==> src/rtl/llp_dma_pkg.sv <==
package llp_dma_pkg;
  localparam int AW     = 32;
  localparam int DW     = 32;
  localparam int LEN_W  = 12;
  localparam int IE_BIT = LEN_W;      // block interrupt enable
  localparam int LL_BIT = LEN_W + 1;  // chaining enable
  localparam int CTL_W  = LL_BIT + 1;

  typedef enum logic [2:0] {
    ST_IDLE, ST_START, ST_RD, ST_WR, ST_END, ST_STALL, ST_FETCH
  } dma_state_e;

  typedef enum logic [2:0] {
    RA_SRC  = 3'd0,
    RA_DST  = 3'd1,
    RA_LLP  = 3'd2,
    RA_CTRL = 3'd3,
    RA_CFG  = 3'd4,
    RA_MASK = 3'd5,
    RA_CLR  = 3'd6
  } reg_sel_e;

  function automatic logic [AW-1:0] step_addr(input logic [AW-1:0] a);
    return a + AW'(4);
  endfunction

  function automatic logic [AW-1:0] desc_addr(input logic [AW-1:0] base,
                                              input logic [1:0] idx);
    return base + {{(AW-4){1'b0}}, idx, 2'b00};
  endfunction

  function automatic logic is_last_block(input logic ll_en, input logic llp_zero,
                                         input logic rl_seen, input logic reload);
    return !ll_en || llp_zero || (rl_seen && !reload);
  endfunction
endpackage

==> src/rtl/llp_dma_path.sv <==
module llp_dma_path
  import llp_dma_pkg::*;
(
  input  logic              clk,
  input  logic              rst_n,
  input  logic              sw_we,
  input  logic [2:0]        reg_addr,
  input  logic [DW-1:0]     reg_wdata,
  input  dma_state_e        state,
  input  logic [1:0]        fidx,
  input  logic [DW-1:0]     mem_rdata,
  input  logic              rd_ack,
  input  logic              word_done,
  input  logic              fetch_ack,
  input  logic              reload,
  output logic [AW-1:0]     mem_addr,
  output logic [DW-1:0]     mem_wdata,
  output logic [LEN_W-1:0]  len,
  output logic              int_en,
  output logic              ll_en,
  output logic              llp_zero
);
  logic [AW-1:0]    src_init, src, dst, llp, llp_nxt;
  logic [CTL_W-1:0] ctrl;
  logic [DW-1:0]    data;

  always_ff @(posedge clk or negedge rst_n) begin
    if (!rst_n) begin
      src_init <= '0; src <= '0; dst <= '0; llp <= '0;
      llp_nxt  <= '0; ctrl <= '0; data <= '0;
    end else begin
      if (sw_we) begin
        case (reg_sel_e'(reg_addr))
          RA_SRC:  begin src_init <= reg_wdata; src <= reg_wdata; end
          RA_DST:  dst  <= reg_wdata;
          RA_LLP:  llp  <= reg_wdata;
          RA_CTRL: ctrl <= reg_wdata[CTL_W-1:0];
          default: ;
        endcase
      end
      if (rd_ack) data <= mem_rdata;
      if (word_done) begin
        src <= step_addr(src);
        dst <= step_addr(dst);
      end
      if (fetch_ack) begin
        case (fidx)
          2'd0: src     <= reload ? src_init : mem_rdata;
          2'd1: dst     <= mem_rdata;
          2'd2: llp_nxt <= mem_rdata;
          default: begin
            ctrl <= mem_rdata[CTL_W-1:0];
            llp  <= llp_nxt;
          end
        endcase
      end
    end
  end

  always_comb begin
    case (state)
      ST_WR:    mem_addr = dst;
      ST_FETCH: mem_addr = desc_addr(llp, fidx);
      default:  mem_addr = src;
    endcase
  end

  assign mem_wdata = data;
  assign len       = ctrl[LEN_W-1:0];
  assign int_en    = ctrl[IE_BIT];
  assign ll_en     = ctrl[LL_BIT];
  assign llp_zero  = (llp == '0);
endmodule

==> src/rtl/llp_dma_ctl.sv <==
module llp_dma_ctl
  import llp_dma_pkg::*;
(
  input  logic             clk,
  input  logic             rst_n,
  input  logic             en,
  input  logic             mem_ack,
  input  logic [LEN_W-1:0] len,
  input  logic             int_en,
  input  logic             ll_en,
  input  logic             llp_zero,
  input  logic             reload,
  input  logic             mask,
  input  logic             clr_blk,
  output dma_state_e       state,
  output logic [1:0]       fidx,
  output logic             mem_req,
  output logic             mem_we,
  output logic             rd_ack,
  output logic             word_done,
  output logic             fetch_ack,
  output logic             blk_end,
  output logic             blk_set,
  output logic             xfer_end,
  output logic             stalled
);
  logic [LEN_W-1:0] cnt;
  logic             rl_seen;
  logic             last;
  dma_state_e       nxt;

  assign mem_req   = (state == ST_RD) || (state == ST_WR) || (state == ST_FETCH);
  assign mem_we    = (state == ST_WR);
  assign rd_ack    = (state == ST_RD) && mem_ack;
  assign word_done = (state == ST_WR) && mem_ack;
  assign fetch_ack = (state == ST_FETCH) && mem_ack;
  assign blk_end   = (state == ST_END);
  assign stalled   = (state == ST_STALL);
  assign last      = is_last_block(ll_en, llp_zero, rl_seen, reload);
  assign blk_set   = blk_end && int_en && !mask;
  assign xfer_end  = blk_end && last;

  always_comb begin
    nxt = state;
    case (state)
      ST_IDLE:  if (en) nxt = ST_START;
      ST_START: nxt = (len == '0) ? ST_END : ST_RD;
      ST_RD:    if (mem_ack) nxt = ST_WR;
      ST_WR:    if (mem_ack) nxt = (cnt == LEN_W'(1)) ? ST_END : ST_RD;
      ST_END:   nxt = last ? ST_IDLE : (blk_set ? ST_STALL : ST_FETCH);
      ST_STALL: if (clr_blk) nxt = ST_FETCH;
      ST_FETCH: if (mem_ack && fidx == 2'd3) nxt = ST_START;
      default:  nxt = ST_IDLE;
    endcase
  end

  always_ff @(posedge clk or negedge rst_n) begin
    if (!rst_n) begin
      state   <= ST_IDLE;
      cnt     <= '0;
      rl_seen <= 1'b0;
      fidx    <= '0;
    end else begin
      state <= nxt;
      if (state == ST_IDLE) rl_seen <= 1'b0;
      if (state == ST_START) begin
        cnt     <= len;
        rl_seen <= rl_seen | reload;
      end
      if (word_done) cnt <= cnt - LEN_W'(1);
      if (fetch_ack) fidx <= fidx + 2'd1;
    end
  end
endmodule

==> src/rtl/llp_dma_stat.sv <==
module llp_dma_stat
  import llp_dma_pkg::*;
(
  input  logic       clk,
  input  logic       rst_n,
  input  logic       reg_we,
  input  logic [2:0] reg_addr,
  input  logic [1:0] wbits,
  input  logic       busy,
  input  logic       blk_set,
  input  logic       xfer_end,
  output logic       en,
  output logic       reload,
  output logic       mask,
  output logic       clr_blk,
  output logic       blk_stat,
  output logic       done_stat,
  output logic       irq
);
  logic cfg_wr, mask_wr, clr_wr, clr_done;

  assign cfg_wr   = reg_we && (reg_sel_e'(reg_addr) == RA_CFG);
  assign mask_wr  = reg_we && (reg_sel_e'(reg_addr) == RA_MASK);
  assign clr_wr   = reg_we && (reg_sel_e'(reg_addr) == RA_CLR);
  assign clr_blk  = clr_wr && wbits[0];
  assign clr_done = clr_wr && wbits[1];

  always_ff @(posedge clk or negedge rst_n) begin
    if (!rst_n) begin
      en <= 1'b0; reload <= 1'b0; mask <= 1'b0;
      blk_stat <= 1'b0; done_stat <= 1'b0;
    end else begin
      if (xfer_end)              en <= 1'b0;
      else if (cfg_wr && !busy)  en <= wbits[0];
      if (cfg_wr)                reload <= wbits[1];
      if (mask_wr && !busy)      mask <= wbits[0];
      if (blk_set)               blk_stat <= 1'b1;
      else if (clr_blk)          blk_stat <= 1'b0;
      if (xfer_end)              done_stat <= 1'b1;
      else if (clr_done)         done_stat <= 1'b0;
    end
  end

  assign irq = blk_stat | done_stat;
endmodule

==> src/rtl/llp_dma_channel.sv <==
module llp_dma_channel
  import llp_dma_pkg::*;
(
  input  logic          clk,
  input  logic          rst_n,
  input  logic          reg_we,
  input  logic [2:0]    reg_addr,
  input  logic [31:0]   reg_wdata,
  output logic          mem_req,
  output logic          mem_we,
  output logic [31:0]   mem_addr,
  output logic [31:0]   mem_wdata,
  input  logic [31:0]   mem_rdata,
  input  logic          mem_ack,
  output logic          busy,
  output logic          blk_stat,
  output logic          done_stat,
  output logic          irq
);
  dma_state_e       state;
  logic [1:0]       fidx;
  logic [LEN_W-1:0] len;
  logic             int_en, ll_en, llp_zero;
  logic             en, reload, mask, clr_blk;
  logic             rd_ack, word_done, fetch_ack;
  logic             blk_end, blk_set, xfer_end, stalled;
  logic             sw_we;

  assign busy  = en || (state != ST_IDLE);
  assign sw_we = reg_we && !busy;

  llp_dma_stat u_stat (
    .clk(clk), .rst_n(rst_n), .reg_we(reg_we), .reg_addr(reg_addr),
    .wbits(reg_wdata[1:0]), .busy(busy), .blk_set(blk_set), .xfer_end(xfer_end),
    .en(en), .reload(reload), .mask(mask), .clr_blk(clr_blk),
    .blk_stat(blk_stat), .done_stat(done_stat), .irq(irq)
  );

  llp_dma_ctl u_ctl (
    .clk(clk), .rst_n(rst_n), .en(en), .mem_ack(mem_ack), .len(len),
    .int_en(int_en), .ll_en(ll_en), .llp_zero(llp_zero), .reload(reload),
    .mask(mask), .clr_blk(clr_blk), .state(state), .fidx(fidx),
    .mem_req(mem_req), .mem_we(mem_we), .rd_ack(rd_ack), .word_done(word_done),
    .fetch_ack(fetch_ack), .blk_end(blk_end), .blk_set(blk_set),
    .xfer_end(xfer_end), .stalled(stalled)
  );

  llp_dma_path u_path (
    .clk(clk), .rst_n(rst_n), .sw_we(sw_we), .reg_addr(reg_addr),
    .reg_wdata(reg_wdata), .state(state), .fidx(fidx), .mem_rdata(mem_rdata),
    .rd_ack(rd_ack), .word_done(word_done), .fetch_ack(fetch_ack),
    .reload(reload), .mem_addr(mem_addr), .mem_wdata(mem_wdata), .len(len),
    .int_en(int_en), .ll_en(ll_en), .llp_zero(llp_zero)
  );
endmodule

==> config.mk <==
export PLATFORM = sky130hd
export DESIGN_NAME = llp_dma_channel
export DESIGN_NICKNAME = d
export VERILOG_FILES = /design/src/rtl/llp_dma_pkg.sv /design/src/rtl/llp_dma_path.sv /design/src/rtl/llp_dma_ctl.sv /design/src/rtl/llp_dma_stat.sv /design/src/rtl/llp_dma_channel.sv
export SDC_FILE = /design/constraint.sdc
export NUM_CORES = 1
export LEC_CHECK = 0
export ABC_CLOCK_PERIOD_IN_PS = 2700
export BUFFER_PORTS_ARGS = -buffer_cell sky130_fd_sc_hd__buf_4
export CORE_ASPECT_RATIO = 1.4
export CORE_MARGIN = 5
export CORE_UTILIZATION = 40
export CTS_BUF_LIST = sky130_fd_sc_hd__clkbuf_8
export CTS_CLUSTER_SIZE = 40
export DETAILED_ROUTE_END_ITERATION = 6
export GPL_ROUTABILITY_DRIVEN = 0
export GPL_TIMING_DRIVEN = 0
export SYNTH_ARGS = -nofsm -noshare
export SYNTH_HDL_FRONTEND = slang
export SYNTH_SLANG_ARGS = --single-unit
==> constraint.sdc <==
create_clock -name clk -period 2.7 [get_ports clk]
set_input_delay 0.135 -clock clk [delete_from_list [all_inputs] [get_ports clk]]
set_output_delay 0.135 -clock clk [all_outputs]
set_load 0.005 [all_outputs]
==> out/metrics.yaml <==
r2r_slack_ns: 0.05
synth_top_family_by_area: "simple AND/OR/NAND/NOR gates"
num_vias: 12626
crit_fanout: 7
drv_slew: 0
via_per_inst: 6.13
fin_util: 0.520
grtUsageTotal: 0.285
required_ns: 2.57
setup_viol: 0
nFillCells: 2932
cap_viol_max_count: 0
placed_cells: 1908
path_class: "reg -> out"
cts.clk_slew.worst_paths_ns: 0.06
p_per_area_nw_per_um2: 918
multi_input_area_sq_um: 6960
drt-wirelength-per-cell_um: 25.6
finalNonFillerCells: 2059
synthAdderAreaFrac: 0.0122
worst_slew_pin_slew_ns: 1.19
ys_warn_count: 0
max_stage_delay_ns: 0.46
layout_setup_ws_ns: 0.0266
first_iter_violations: 1395
synth_top_area_cell: "dfrtp_1"
start_kind: "register"
die_x_um: 162
nets: 1716
vdd_drop_max_uv: 539
syn_to_final_growth_pct: 27.6
synth_edf_count: 0
drc: 0
crit_path_top_delay_cell: "dfrtp_2"
synthTopCellsByArea: "dfrtp_1, mux2_2, nand2_1, mux2i_1, o21ai_0"
p_leak_nw: 7.57
period_minus_slack_ns: 2.67
clk_latency_ns: 0.58
synth_simple_gate_area_frac: 0.192
ant_nets: 0
synthArstFlopShare: 1.00
cts_made_buffers: 41
postPlaceCellArea_sq_um: 14500
synth_most_common_cell: "nand2_1"
relSlewSlack: 0.204
synth-main-ff-cell: "dfrtp_1"
syn_nets: 1455
clock.fmax_mhz: 374
overflow: 0
drive_above_1_share: 0.240
yosys-top-cells-count: "nand2_1, dfrtp_1, o21ai_0"
ios: 141
syn_area_per_cell_sq_um: 9.41
crit_arrival_ns: 2.54
fin_setup_tns_ns: 0
synth_mux_area_frac: 0.126
syn_inst: 1372
rsz0062_at_grt: "yes"
htree_num_levels: 2
row_count: 77
die_height_um: 223
status: "finished clean"
hold_path.class: "in -> async"
synth_seq_area_share: 0.444
worst_setup_path_end_kind: "output port"
path_cells: "ha_1 -> a21o_4 -> and3_4 -> nand4_1 -> mux2i_1 -> o21ai_1 -> buf_4"
skew_ns: 0.0296
finalHoldViolCount: 0
ys_types: 67
fp.dieArea_sq_um: 36000
hpwlAfterDp_um: 37800
fin_crit_sh: 0.990
clock_tree.root_cell: "clkbuf_8"
grt_pass1_vias: 12498
start_util: 0.407
p_total_mw: 15.1
cts_tree: "built"
finalInstanceArea_sq_um: 16500
io_buffer_count: 138
coreArea_sq_um: 31700
cts_sinks: 229
first_pass_iters: 6
ctsLongestPathBuffers: 3
pre_cts_ws_ns: -0.559
syn-cell-area_sq_um: 12900
routed_wl_um: 52700
ys_seq_elements: 229
antenna_found_initial: 2
grt_pass1_wl_um: 78300
synth-compound-area-share: 0.156
grt_max_degree: 98
holdWs_ns: 0.0374
synth_top_area_frac: 0.444
synth_xor_area_frac: 0.0326
seq_area_sq_um: 5740
[logic make-up after synthesis]
family,count (synthesis)
flops,229
buf+inv,112
fa+ha+maj,12
compound gates,311
mux,152
xor+xnor,48
simple gates,508
[worst max-delay path: cells and delay by family, from the launching register on]
| family | cells | cell delay (ns) |
|---|---|---|
| buffers and inverters | 1 | 0.16 |
| adder cells (fa/ha/maj) | 1 | 0.32 |
| AO/OA/AOI/OAI | 2 | 0.41 |
| multiplexers | 1 | 0.17 |
| AND/OR/NAND/NOR | 2 | 0.46 |
| flip-flops | 1 | 0.46 |
[sequential cells by signal, summed over array words and instances, names as in the netlist, 2 cells and up]
| signal | cells |
|---|---|
| u_ctl.cnt | 12 |
| u_ctl.fidx | 2 |
| u_ctl.state | 3 |
| u_path.ctrl | 14 |
| u_path.dst | 32 |
| u_path.llp | 32 |
| u_path.llp_nxt | 32 |
| u_path.mem_wdata | 32 |
| u_path.src | 32 |
| u_path.src_init | 32 |
[worst paths after layout]
| check | start | to | cells past startpoint |
|---|---|---|---|
| worst max-delay path | u_ctl.fidx[1] | mem_addr[19] | 7 |
| worst max register to register | u_ctl.state[0] | u_path.src[14] | 7 |
| worst min register to register | u_path.llp_nxt[12] | u_path.llp[12] | 2 |
| min in group clk | reg_addr[2] | u_stat.reload | 4 |
| max in group asynchronous | rst_n | u_path.src_init[31] | 4 |
| worst min-delay path | rst_n | u_path.llp[12] | 2 |
[routing by layer]
metal | vias to the layer above | track usage | wire [um]
li1 | 5577 | - | -
met1 | 6173 | 0.341 | 19700
met2 | 674 | 0.478 | 25200
met3 | 202 | 0.0558 | 4180
met4 | 0 | 0.164 | 3610
met5 | - | 0 | 0
[power by group]
group	switching (mW)	total [mW]	internal (mW)
Sequential	1.11	5.62	4.52
Clock	1.56	3.45	1.89
Combinational	3.24	6.06	2.83
Total	5.91	15.1	9.23
[cell usage in the layout (no fill, tap or decap), types with 11 or more instances in the layout]
master and n:
a211oi_1 13, a21oi_1 34, a22oi_1 32, a31oi_1 19
a32o_1 11, and3_1 24, and4_1 11, buf_2 20
buf_4 153, clkbuf_1 42, clkbuf_8 55, dfrtp_1 223
dlygate4sd3_1 67, inv_1 26, mux2_2 81, mux2i_1 71
nand2_1 237, nand3_1 46, nand4_1 36, nor2_1 50
nor3_1 16, nor4_1 15, o21ai_0 95, o21ai_1 11
o21ai_2 11, o22ai_1 18, xnor2_1 24, xor2_1 24
[area by class of cell]
type | count | share of cell area
Inverter | 16 | 0.00364
Antenna cell | 1 | 0.000152
Sequential cell | 229 | 0.348
Clock buffer | 54 | 0.0451
Timing Repair Buffer | 224 | 0.116
Multi-Input combinational cell | 1031 | 0.423
Clock inverter | 19 | 0.00691
Tap cell | 395 | 0.0300
Buffer | 90 | 0.0273
[repair_timing]
action,CTS,global route
hold endpoints to repair,341,0
endpoints found under the setup margin,119,52
setup buffers,10,6
hold buffers,67,0
resized for setup,84,37
pin swaps,13,11
cloned,0,0
(Power assumes the default switching activity.)
